### config.mk
export PLATFORM = sky130hd
export DESIGN_NAME = tmr16_multimode
export DESIGN_NICKNAME = d
export VERILOG_FILES = /design/src/rtl/tmr16_pkg.sv /design/src/rtl/tmr16_sync_edge.sv /design/src/rtl/tmr16_core.sv /design/src/rtl/tmr16_ctrl.sv /design/src/rtl/tmr16_multimode.sv
export SDC_FILE = /design/constraint.sdc
export NUM_CORES = 1
export LEC_CHECK = 0
export ABC_AREA = 1
export BUFFER_PORTS_ARGS = -buffer_cell sky130_fd_sc_hd__buf_2
export CAP_MARGIN = 20
export CORE_MARGIN = 10
export CORE_UTILIZATION = 31
export CTS_BUF_LIST = sky130_fd_sc_hd__clkbuf_16
export DETAILED_ROUTE_END_ITERATION = 7
export HOLD_SLACK_MARGIN = 0.02
export SLEW_MARGIN = 25
export SYNTH_ARGS = -nofsm -noshare
export SYNTH_HDL_FRONTEND = slang
export SYNTH_HIERARCHICAL = 1
export SYNTH_SLANG_ARGS = --single-unit
### constraint.sdc
create_clock -name clk -period 2.5 [get_ports clk]
set_input_delay 0.125 -clock clk [delete_from_list [all_inputs] [get_ports clk]]
set_output_delay 0.125 -clock clk [all_outputs]
set_load 0.03 [all_outputs]
### src/rtl/tmr16_pkg.sv
package tmr16_pkg;

  typedef enum logic [2:0] {
    MD_OFF,
    MD_BAUD,
    MD_CAPT,
    MD_RELOAD,
    MD_UPDN
  } tmr_mode_e;

  // Control register layout, bit 7 down to bit 0.
  typedef struct packed {
    logic ovf_flag;
    logic ext_flag;
    logic rx_sel;
    logic tx_sel;
    logic ext_en;
    logic run;
    logic evt_sel;
    logic cap_sel;
  } tmr_ctrl_t;

  localparam logic [2:0] ADDR_CTRL   = 3'd0;
  localparam logic [2:0] ADDR_MODE   = 3'd1;
  localparam logic [2:0] ADDR_CNT_LO = 3'd2;
  localparam logic [2:0] ADDR_CNT_HI = 3'd3;
  localparam logic [2:0] ADDR_RLD_LO = 3'd4;
  localparam logic [2:0] ADDR_RLD_HI = 3'd5;

endpackage

### src/rtl/tmr16_sync_edge.sv
module tmr16_sync_edge #(
  parameter int STAGES = 2
) (
  input  logic clk,
  input  logic rst_n,
  input  logic pin,
  output logic level,
  output logic fall
);

  logic [STAGES-1:0] chain_q, chain_d;
  logic              prev_q;

  always_comb begin
    chain_d = {chain_q[STAGES-2:0], pin};
  end

  always_ff @(posedge clk or negedge rst_n) begin
    if (!rst_n) begin
      chain_q <= '0;
      prev_q  <= 1'b0;
    end else begin
      chain_q <= chain_d;
      prev_q  <= chain_q[STAGES-1];
    end
  end

  assign level = chain_q[STAGES-1];
  assign fall  = prev_q & ~chain_q[STAGES-1];

endmodule

### src/rtl/tmr16_core.sv
module tmr16_core
  import tmr16_pkg::*;
#(
  parameter int W = 16
) (
  input  logic         clk,
  input  logic         rst_n,
  input  tmr_mode_e    mode,
  input  logic         evt_sel,
  input  logic         ext_en,
  input  logic         evt_fall,
  input  logic         trig_fall,
  input  logic         trig_lvl,
  input  logic         cnt_wr_lo,
  input  logic         cnt_wr_hi,
  input  logic         rld_wr_lo,
  input  logic         rld_wr_hi,
  input  logic [7:0]   wdata,
  output logic [W-1:0] cnt_q,
  output logic [W-1:0] rld_q,
  output logic         ovf_evt,
  output logic         trig_evt
);

  localparam int HI = W - 8;
  localparam logic [W-1:0] ONES = '1;

  logic         tick, count_up, at_limit;
  logic         cnt_wr_any, rld_wr_any;
  logic [W-1:0] cnt_step, cnt_d, rld_d;
  logic         cnt_en, rld_en;

  always_comb begin
    cnt_wr_any = cnt_wr_lo | cnt_wr_hi;
    rld_wr_any = rld_wr_lo | rld_wr_hi;
    tick       = (mode != MD_OFF) && (evt_sel ? evt_fall : 1'b1);
    count_up   = (mode != MD_UPDN) || trig_lvl;
    at_limit   = count_up ? (cnt_q == ONES) : (cnt_q == rld_q);
    ovf_evt    = tick && at_limit;
    trig_evt   = ext_en && trig_fall && (mode == MD_CAPT || mode == MD_RELOAD);

    if (ovf_evt) begin
      if (mode == MD_CAPT)  cnt_step = '0;
      else if (count_up)    cnt_step = rld_q;
      else                  cnt_step = ONES;
    end else if (count_up) begin
      cnt_step = cnt_q + 1'b1;
    end else begin
      cnt_step = cnt_q - 1'b1;
    end

    cnt_d = cnt_q;
    if (cnt_wr_any) begin
      if (cnt_wr_lo) cnt_d[7:0] = wdata;
      if (cnt_wr_hi) cnt_d[W-1:8] = wdata[HI-1:0];
    end else if (trig_evt && mode == MD_RELOAD) begin
      cnt_d = rld_q;
    end else if (tick) begin
      cnt_d = cnt_step;
    end
    cnt_en = cnt_wr_any | tick | (trig_evt && mode == MD_RELOAD);

    rld_d = rld_q;
    if (rld_wr_any) begin
      if (rld_wr_lo) rld_d[7:0] = wdata;
      if (rld_wr_hi) rld_d[W-1:8] = wdata[HI-1:0];
    end else if (trig_evt && mode == MD_CAPT) begin
      rld_d = cnt_q;
    end
    rld_en = rld_wr_any | (trig_evt && mode == MD_CAPT);
  end

  always_ff @(posedge clk or negedge rst_n) begin
    if (!rst_n) begin
      cnt_q <= '0;
      rld_q <= '0;
    end else begin
      if (cnt_en) cnt_q <= cnt_d;
      if (rld_en) rld_q <= rld_d;
    end
  end

  a_r5_reload_at_top: assert property (@(posedge clk) disable iff (!rst_n)
    (mode == MD_RELOAD && tick && cnt_q == ONES && !cnt_wr_any && !trig_evt)
      |=> cnt_q == $past(rld_q));

  a_r6_capture_copy: assert property (@(posedge clk) disable iff (!rst_n)
    (mode == MD_CAPT && trig_evt && !rld_wr_any) |=> rld_q == $past(cnt_q));

  a_r2_hold_when_off: assert property (@(posedge clk) disable iff (!rst_n)
    (mode == MD_OFF && !cnt_wr_any) |=> $stable(cnt_q));

  a_r8_down_wrap: assert property (@(posedge clk) disable iff (!rst_n)
    (mode == MD_UPDN && tick && !trig_lvl && cnt_q == rld_q && !cnt_wr_any)
      |=> cnt_q == ONES);

endmodule

### src/rtl/tmr16_ctrl.sv
module tmr16_ctrl
  import tmr16_pkg::*;
(
  input  logic       clk,
  input  logic       rst_n,
  input  logic       ctrl_wr,
  input  logic       mode_wr,
  input  logic [7:0] wdata,
  input  logic       ovf_evt,
  input  logic       trig_evt,
  output tmr_ctrl_t  ctrl_q,
  output logic [1:0] mode_q,
  output tmr_mode_e  mode_sel,
  output logic       ser_tick,
  output logic       clk_out,
  output logic       irq
);

  tmr_ctrl_t  ctrl_d;
  logic [1:0] mode_d;
  logic       clkout_en, down_en, baud;
  logic       tick_d, clk_out_d;

  always_comb begin
    clkout_en = mode_q[1];
    down_en   = mode_q[0];
    baud      = ctrl_q.rx_sel | ctrl_q.tx_sel;

    if (!ctrl_q.run)         mode_sel = MD_OFF;
    else if (baud)           mode_sel = MD_BAUD;
    else if (ctrl_q.cap_sel) mode_sel = MD_CAPT;
    else if (down_en)        mode_sel = MD_UPDN;
    else                     mode_sel = MD_RELOAD;

    ctrl_d = ctrl_wr ? tmr_ctrl_t'(wdata) : ctrl_q;
    ctrl_d.ovf_flag = ctrl_d.ovf_flag | (ovf_evt && !baud);
    ctrl_d.ext_flag = (ctrl_d.ext_flag | trig_evt) ^ (ovf_evt && mode_sel == MD_UPDN);

    mode_d    = mode_wr ? wdata[1:0] : mode_q;
    tick_d    = ovf_evt && mode_sel == MD_BAUD;
    clk_out_d = clk_out ^ (ovf_evt && clkout_en && mode_sel == MD_RELOAD);

    irq = ctrl_q.ovf_flag | (ctrl_q.ext_flag & ~down_en);
  end

  always_ff @(posedge clk or negedge rst_n) begin
    if (!rst_n) begin
      ctrl_q   <= '0;
      mode_q   <= '0;
      ser_tick <= 1'b0;
      clk_out  <= 1'b0;
    end else begin
      ctrl_q   <= ctrl_d;
      if (mode_wr) mode_q <= mode_d;
      ser_tick <= tick_d;
      clk_out  <= clk_out_d;
    end
  end

  a_r9_no_ovf_flag_in_baud: assert property (@(posedge clk) disable iff (!rst_n)
    (baud && !ctrl_wr) |=> !$rose(ctrl_q.ovf_flag));

  a_r12_flag_sticky: assert property (@(posedge clk) disable iff (!rst_n)
    (!ctrl_wr && ctrl_q.ovf_flag) |=> ctrl_q.ovf_flag);

  a_r9_tick_only_baud: assert property (@(posedge clk) disable iff (!rst_n)
    ser_tick |-> $past(mode_sel == MD_BAUD && ovf_evt));

  a_r10_clkout_on_ovf: assert property (@(posedge clk) disable iff (!rst_n)
    !$stable(clk_out) |-> $past(ovf_evt));

endmodule

### src/rtl/tmr16_multimode.sv
module tmr16_multimode
  import tmr16_pkg::*;
#(
  parameter int W         = 16,
  parameter int SYNC_DEPTH = 2
) (
  input  logic       clk,
  input  logic       rst_n,
  input  logic       bus_wr,
  input  logic [2:0] bus_addr,
  input  logic [7:0] bus_wdata,
  output logic [7:0] bus_rdata,
  input  logic       evt_pin,
  input  logic       trig_pin,
  output logic       ser_tick,
  output logic       clk_out,
  output logic       irq
);

  localparam int NPINS = 2;

  logic [1:0]       rst_sync_q;
  logic             rst_int_n;
  logic [NPINS-1:0] pins, pin_lvl, pin_fall;
  tmr_ctrl_t        ctrl_q;
  logic [1:0]       mode_q;
  tmr_mode_e        mode_sel;
  logic [W-1:0]     cnt_q, rld_q;
  logic             ovf_evt, trig_evt;
  logic [2*W-1:0]   regs16;

  always_ff @(posedge clk or negedge rst_n) begin
    if (!rst_n) rst_sync_q <= 2'b00;
    else        rst_sync_q <= {rst_sync_q[0], 1'b1};
  end
  assign rst_int_n = rst_sync_q[1];

  assign pins = {trig_pin, evt_pin};

  for (genvar g = 0; g < NPINS; g++) begin : g_pin
    tmr16_sync_edge #(.STAGES(SYNC_DEPTH)) u_sync (
      .clk   (clk),
      .rst_n (rst_int_n),
      .pin   (pins[g]),
      .level (pin_lvl[g]),
      .fall  (pin_fall[g])
    );
  end

  tmr16_ctrl u_ctrl (
    .clk      (clk),
    .rst_n    (rst_int_n),
    .ctrl_wr  (bus_wr && bus_addr == ADDR_CTRL),
    .mode_wr  (bus_wr && bus_addr == ADDR_MODE),
    .wdata    (bus_wdata),
    .ovf_evt  (ovf_evt),
    .trig_evt (trig_evt),
    .ctrl_q   (ctrl_q),
    .mode_q   (mode_q),
    .mode_sel (mode_sel),
    .ser_tick (ser_tick),
    .clk_out  (clk_out),
    .irq      (irq)
  );

  tmr16_core #(.W(W)) u_core (
    .clk       (clk),
    .rst_n     (rst_int_n),
    .mode      (mode_sel),
    .evt_sel   (ctrl_q.evt_sel),
    .ext_en    (ctrl_q.ext_en),
    .evt_fall  (pin_fall[0]),
    .trig_fall (pin_fall[1]),
    .trig_lvl  (pin_lvl[1]),
    .cnt_wr_lo (bus_wr && bus_addr == ADDR_CNT_LO),
    .cnt_wr_hi (bus_wr && bus_addr == ADDR_CNT_HI),
    .rld_wr_lo (bus_wr && bus_addr == ADDR_RLD_LO),
    .rld_wr_hi (bus_wr && bus_addr == ADDR_RLD_HI),
    .wdata     (bus_wdata),
    .cnt_q     (cnt_q),
    .rld_q     (rld_q),
    .ovf_evt   (ovf_evt),
    .trig_evt  (trig_evt)
  );

  always_comb begin
    regs16 = {rld_q, cnt_q};
    unique case (bus_addr)
      ADDR_CTRL:   bus_rdata = ctrl_q;
      ADDR_MODE:   bus_rdata = {6'b0, mode_q};
      ADDR_CNT_LO: bus_rdata = regs16[7:0];
      ADDR_CNT_HI: bus_rdata = 8'(regs16[W-1:8]);
      ADDR_RLD_LO: bus_rdata = regs16[W+7:W];
      ADDR_RLD_HI: bus_rdata = 8'(regs16[2*W-1:W+8]);
      default:     bus_rdata = 8'h00;
    endcase
  end

endmodule

## After elaboration in Yosys (flattened, before gate mapping)

Index checks and enable logic that the tools add are counted.

- Flip-flop bits (word level): 52
- Logic and storage cells: 104
- RAM bits: 0
- Latch bits: 0
- Memories: 0
- Memory bits (read-only): 0

- Shifts and indexed selects: 0
- Div/mod/pow operators: 0
- Reduce and logical (&&, ||, !) cells: 28
- Equal/unequal tests: 16
- Add/subtract/negate cells: 2
- Multiply operators: 0
- Bitwise gates (word level): 17
- Magnitude comparators: 0
- Muxes and demuxes: 21

Operators by type and width:

| operator | count |
|---|---|
| $mux 16 | 9 |
| $pmux 8 s6 | 1 |
| $mux 8 | 5 |
| $logic_and 1x1->1 | 17 |
| $add 16x1->16 const B | 1 |
| $eq 16x16->1 | 1 |
| $eq 16x16->1 const B | 1 |
| $sub 16x1->16 const B | 1 |
| $eq 3x2->1 const B | 4 |
| $mux 3 | 4 |
| $reduce_and 3->1 | 4 |
| $eq 3x3->1 const B | 3 |
| $or 1x1->1 | 9 |
| $ne 2x1->1 const B | 4 |
| $eq 3x1->1 const B | 2 |
| $reduce_bool 3->1 | 2 |
| $and 1x1->1 | 3 |
| $logic_not 3->1 | 1 |
| $ne 3x3->1 const B | 1 |
| $not 1->1 | 3 |
| $logic_or 1x1->1 | 2 |
| $mux 1 | 2 |
| $reduce_bool 2->1 | 1 |
| $xor 1x1->1 | 2 |
| $logic_not 1->1 | 1 |

## Longest topological paths before layout

- Depth in word-level cells: 12
- Mapped depth: 22

## Modules after synthesis

Netlist, hierarchy kept.

Modules (own cells, without submodules):

| module | area an instance (sq um) | times used | cells an instance | sequential area each (sq um) |
|---|---|---|---|---|
| tmr16_core | 3504.6 | 1 | 638 | 800.8 |
| tmr16_multimode | 578.1 | 1 | 116 | 50.0 |
| tmr16_ctrl | 568.0 | 1 | 68 | 300.3 |
| tmr16_sync_edge | 85.1 | 2 | 5 | 75.1 |

## Least setup slack after synthesis

No wires, ideal clock.

- Path type: flip-flop to flip-flop
- Start: register u_ctrl/ctrl_q[5] (netlist name)
- End: register u_ctrl.clk_out
- Path slack: -0.081 ns
- Clock period less this slack: 2.581 ns
- Buffers on the path: 2
- Stages on the path, launching flop included: 20
- Arrival time: 2.463 ns
- Cell sequence: dfrtp_1 -> nor2_4 -> nand2_4 -> nor2_4 -> inv_1 -> nor2_4 -> nand2_4 -> buf_2 -> o21ai_2 -> nand3_1 -> nand3b_1 -> nor2_4 -> nand2_4 -> buf_2 -> inv_1 -> nand2_1 -> nor2_1 -> nand2_1 -> nand2_1 -> nand2_1

- Word-level cells in the longest chain between the ends: 10
- Elaborated cells between the ends (all ways): 13
- Those cells by class: eq/ne (2); mux (3); bitwise (2); reduce/logical (6)

RTL lines:

| item | RTL line | source |
|---|---|---|
| $or 1x1->1 * | tmr16_ctrl.sv:27 | `baud = ctrl_q.rx_sel \| ctrl_q.tx_sel;` |
| $mux 3 * | tmr16_ctrl.sv:30 | `else if (baud) mode_sel = MD_BAUD;` |
| $mux 3 * | tmr16_ctrl.sv:29 | `if (!ctrl_q.run) mode_sel = MD_OFF;` |
| net mode_sel[2] | tmr16_multimode.sv:27 | `tmr_mode_e mode_sel;` |
| $ne 3x3->1 | tmr16_core.sv:37 | `count_up = (mode != MD_UPDN) \|\| trig_lvl;` |
| $logic_or 1x1->1 | tmr16_core.sv:37 |  |
| $mux 1 | tmr16_core.sv:38 | `at_limit = count_up ? (cnt_q == ONES) : (cnt_q == rld_q);` |
| $logic_and 1x1->1 * | tmr16_core.sv:39 | `ovf_evt = tick && at_limit;` |
| net ovf_evt | tmr16_multimode.sv:29 | `logic ovf_evt, trig_evt;` |
| $logic_and 1x1->1 * (2 in series) | tmr16_ctrl.sv:41 | `clk_out_d = clk_out ^ (ovf_evt && clkout_en && mode_sel == MD_RELOAD);` |
| $xor 1x1->1 * | tmr16_ctrl.sv:41 |  |
| net u_ctrl.clk_out_d | tmr16_ctrl.sv:22 | `logic tick_d, clk_out_d;` |
| to (signal assigned) | tmr16_ctrl.sv:56 | `clk_out <= clk_out_d;` |
| to (decl) | tmr16_ctrl.sv:15 | `output logic clk_out,` |

Mark *: on every way through the listed nets, which the timed path passes. The rest lies on a longest branch.
A chain may end at the register's enable or synchronous reset.

## Worst setup path after layout

- Start: register u_ctrl/ctrl_q[4] (netlist name)
- End: register u_core.cnt_q[7]

- Word-level cells in the longest chain between the ends: 11
- Elaborated cells between the ends (all ways): 25
- Those cells by class: eq/ne (3); mux (10); bitwise (3); reduce/logical (9)

RTL lines:

| item | RTL line | source |
|---|---|---|
| $or 1x1->1 * | tmr16_ctrl.sv:27 |  |
| $mux 3 * | tmr16_ctrl.sv:30 |  |
| $mux 3 * | tmr16_ctrl.sv:29 |  |
| net mode_sel[2] | tmr16_multimode.sv:27 |  |
| $ne 3x3->1 | tmr16_core.sv:37 |  |
| $logic_or 1x1->1 | tmr16_core.sv:37 |  |
| $mux 16 / $mux 1 (equally long branches) | tmr16_core.sv:44, tmr16_core.sv:38 |  |
| $mux 16 / $logic_and 1x1->1 (equally long branches) | tmr16_core.sv:43, tmr16_core.sv:39 |  |
| $mux 16 | tmr16_core.sv:42 | `if (ovf_evt) begin` |
| $mux 16 | tmr16_core.sv:58 | `end else if (tick) begin` |
| $mux 16 | tmr16_core.sv:56 | `end else if (trig_evt && mode == MD_RELOAD) begin` |
| $mux 16 | tmr16_core.sv:53 | `if (cnt_wr_any) begin` |
| to (signal assigned) | tmr16_core.sv:78 | `if (cnt_en) cnt_q <= cnt_d;` |
| to (decl) | tmr16_core.sv:19 | `output logic [W-1:0] cnt_q,` |

Mark *: on every way through the listed nets, which the timed path passes. The rest lies on a longest branch. The select of a mux whose other input is x is not followed.

==> insert_results.sql <==
INSERT INTO impl_metrics (metric_group, metric, value, unit) VALUES
('critical_path', 'arrival', '2.96', 'ns'),
('hold_path', 'timing.hold.worst.class', 'in2reg', ''),
('synthesis', 'dominant_register_cell_in_the_synthesized_netlist', 'sky130_fd_sc_hd__dfrtp_1', ''),
('flow_run', 'maxCapViolations', '0', ''),
('sta', 'whs', '0.0693', 'ns'),
('critical_path', 'startpoint_type', 'register', ''),
('grt', 'global_route.usage.total', '0.200', ''),
('critical_path', 'timing.setup.critical_path_class', 'reg2reg', ''),
('clock_tree', 'clkLatencyLatePin', '0.31', 'ns'),
('synthesis', 'post-synth-top-count-cell', 'sky130_fd_sc_hd__nand2_1', ''),
('synthesis', 'post_synth_instance_area', '0.00482', 'mm²'),
('critical_path', 'worst_path_largest_cell_delay', '0.41', 'ns'),
('die', 'core', '0.0152', 'mm²'),
('cells_and_area', 'area.sequential', '0.00130', 'mm²'),
('sta', 'timing_worst_slew_pin_value', '0.665', 'ns'),
('critical_path', 'cp_top_family', 'simple AND/OR/NAND/NOR gates', ''),
('clock_tree', 'clk_slew_on_worst_s_h_paths', '0.08', 'ns'),
('sta', 'layout_min_cycle_time', '2.77', 'ns'),
('power_and_ir_drop', 'leakagePower', '3.66', 'nW'),
('synthesis', 'warning_count_from_the_yosys_run', '6', ''),
('synthesis', 'ys_async_sr_fraction', '1.00', ''),
('clock_tree', 'ctsRootBufferMaster', 'sky130_fd_sc_hd__clkbuf_16', ''),
('synthesis', 'synth_largest_type_area_fraction', '0.270', ''),
('sta', 'setup_slack', '-0.266', 'ns'),
('grt', 'grt_pass1_wl', '32300', 'µm'),
('synthesis', 'synth.area.top_cells', 'sky130_fd_sc_hd__dfrtp_1, sky130_fd_sc_hd__nand2_1, sky130_fd_sc_hd__inv_1', ''),
('drt', 'drt_pass1_iterations', '6', ''),
('clock_tree', 'cts_max_level', '2', ''),
('synthesis', 'syn-num-nets', '849', ''),
('die', 'die_area', '0.0209', 'mm²'),
('cells_and_area', 'antenna_cells', '0', ''),
('grt', 'grt_start_max_net_pins', '27', ''),
('cells_and_area', 'synthToLayoutAreaGrowth', '41.0', '%'),
('synthesis', 'yosys_register_bits', '52', ''),
('cells_and_area', 'final_area', '0.00680', 'mm²'),
('synthesis', 'synth_enable_flop_cells', '0', ''),
('drt', 'ant_nets', '0', ''),
('power_and_ir_drop', 'power_switching', '3.45', 'mW'),
('sta', 'clock_skew', '0.0101', 'ns'),
('power_and_ir_drop', 'combinational_cell_fraction_of_total_power', '0.654', ''),
('die', 'die_w', '145', 'µm'),
('drt', 'drtIter0Drc', '766', ''),
('status', 'outcome', 'finished with violations', ''),
('grt', 'grt_overflow', '0', ''),
('synthesis', 'seq_area_frac_synth', '0.270', ''),
('sta', 'finalHoldViolCount', '0', ''),
('sta', 'setup_viol_count_final', '19', ''),
('sta', 'achievable-frequency', '362', 'MHz'),
('die', 'number_of_rows_created_at_floorplan', '45', ''),
('cells_and_area', 'num-nets-final', '985', ''),
('status', 'violations', 'negative setup slack', ''),
('sta', 'timing.max_slew.rel_slack', '0.556', ''),
('power_and_ir_drop', 'clock_power_share', '0.117', ''),
('critical_path', 'endpoint_kind', 'register', ''),
('die', 'boundaryPins', '27', ''),
('sta', 'timing.final.max_slew_violations', '0', ''),
('critical_path', 'path_cells', 'nor2_4, nand2_4, nor2_4, inv_2, nor2_4, nand2_8, buf_12, o21ai_4, buf_6, nand2_2, nor2_4, nand2_2, nor2_4, nand2_8, buf_12, nand3_2, nand2_1, o21bai_1, a21oi_1', ''),
('power_and_ir_drop', 'internal_power', '3.18', 'mW'),
('placement', 'place_worst_setup_slack', '-0.283', 'ns'),
('drt', 'routed-via-count', '6230', ''),
('sta', 'grt_setup_unrepaired', 'true', ''),
('critical_path', 'critical_path_peak_fanout', '8', ''),
('placement', 'number_of_buffer_cells_added_on_primary_ports', '26', ''),
('cells_and_area', 'multiInputGateArea', '0.00328', 'mm²'),
('drt', 'route.detailed.wl_per_inst', '18.3', 'µm'),
('power_and_ir_drop', 'share_of_power_burned_in_registers', '0.230', ''),
('clock_tree', 'numClockSinks', '52', ''),
('synthesis', 'synthDominantAreaCellType', 'sky130_fd_sc_hd__dfrtp_1', ''),
('cells_and_area', 'final_layout_size_suffix_gt1_frac', '0.288', ''),
('sta', 'final_min_period_over_clock_period', '1.11', ''),
('placement', 'dpl_cell_area', '0.00586', 'mm²');
==> per-layer routing <==
layer,vias to the layer above,track usage,part of all wire
met3,66,0.0329,0.091
met1,2906,0.272,0.43
met5,-,0,0
met4,0,0.0750,0.037
li1,2927,-,-
met2,331,0.311,0.44
==> final timing paths <==
kind	start	slack, ns	depth (start not counted)	end
max in group asynchronous	rst_sync_q[1]$_DFF_PN0_	1.62	1	u_core/rld_q[4]$_DFFE_PN0P_
min reg2reg	rst_sync_q[1]$_DFF_PN0_	0.29	0	g_pin[0].u_sync/chain_q[0]$_DFF_PN0_
min in group asynchronous	rst_n	0.12	2	rst_sync_q[0]$_DFF_PN0_
max	u_ctrl/ctrl_q[4]$_DFFE_PN0P_	-0.27	19	u_core/cnt_q[7]$_DFFE_PN0P_
max reg2reg	u_ctrl/ctrl_q[4]$_DFFE_PN0P_	-0.27	19	u_core/cnt_q[7]$_DFFE_PN0P_
min	bus_wdata[3]	0.07	3	u_ctrl/ctrl_q[3]$_DFFE_PN0P_
==> flip-flops by register name, summed over array words and instances, names as in the netlist <==
signal	flops
u_ctrl/ser_tick	1
g_pin.u_sync/chain_q	4
u_ctrl/ctrl_q	8
u_ctrl/clk_out	1
rst_sync_q	2
u_core/rld_q	16
g_pin.u_sync/prev_q	2
u_ctrl/mode_q	2
u_core/cnt_q	16
==> cell families after synthesis <==
kind of cell,after synthesis,share of synthesized area
mux,1,0.00234
other cells,1,0.000778
xor+xnor,3,0.00545
compound gates,120,0.140
fa+ha+maj,1,0.00259
simple gates,490,0.443
buf+inv,164,0.136
flops,52,0.270
==> stage by stage <==
stage	power (mW)	std cells	TNS (ns)
CTS	6.18	1154	-2.18
detailed placement	5.07	1123	-4.22
floorplan	3.41	832	0
global placement	5.08	1123	-3.96
finish	6.63	1157	-3.80
global route	7.07	1157	-6.53
==> power groups by stage <==
stage / registers [mW] / logic, mW / clock network, mW
final: 1.52 / 4.33 / 0.775
after global routing: 1.56 / 4.69 / 0.820
after floorplan: 1.36 / 2.05 / 0
after CTS: 1.51 / 3.89 / 0.789
after global placement: 1.52 / 3.56 / 0
after detailed placement: 1.51 / 3.55 / 0
==> placed cells by master (no fill, tap or decap), types with 4 or more instances in the layout <==
master,count
sky130_fd_sc_hd__clkbuf_16,5
sky130_fd_sc_hd__nand2_1,215
sky130_fd_sc_hd__buf_12,7
sky130_fd_sc_hd__nand2_4,7
sky130_fd_sc_hd__o21ai_0,65
sky130_fd_sc_hd__buf_2,26
sky130_fd_sc_hd__inv_2,6
sky130_fd_sc_hd__nor2_4,9
sky130_fd_sc_hd__buf_6,15
sky130_fd_sc_hd__nand2_2,27
sky130_fd_sc_hd__nor2_2,13
sky130_fd_sc_hd__buf_4,100
sky130_fd_sc_hd__nand3_2,17
sky130_fd_sc_hd__a21oi_1,8
sky130_fd_sc_hd__a41oi_1,11
sky130_fd_sc_hd__o21ai_1,5
sky130_fd_sc_hd__nor2_1,104
sky130_fd_sc_hd__nand3_1,57
sky130_fd_sc_hd__inv_1,129
sky130_fd_sc_hd__nand4_1,28
sky130_fd_sc_hd__dfrtp_1,51
sky130_fd_sc_hd__o21ai_2,5
sky130_fd_sc_hd__a21oi_2,14
sky130_fd_sc_hd__nand3_4,4
==> area by class of cell <==
| cell class | instances | area share |
|---|---|---|
| inverters | 138 | 0.0768 |
| clock buffers | 5 | 0.0184 |
| multi-input cells | 617 | 0.483 |
| clock inverters | 3 | 0.00423 |
| well taps | 188 | 0.0346 |
| repair buffers | 154 | 0.191 |
| flip-flops and latches | 52 | 0.192 |
==> repair_timing <==
action / 4_1_cts / 5_1_grt
resized for setup: 70 / 69
hold buffers: 3 / 0
pin swaps: 23 / 46
setup endpoints to repair: 20 / 20
hold endpoints to repair: 4 / 0
gates cloned: 3 / 0
buffers inserted: 17 / 3
==> worst register-to-register path, delay by kind of cell (launching register included) <==
kind / cells / cell delay, ns
buffers and inverters: 4 / 0.54
AND/OR/NAND/NOR: 12 / 1.35
AO/OA/AOI/OAI: 3 / 0.35
flip-flops: 1 / 0.41
Note: power is estimated with default switching activity, not from simulation.
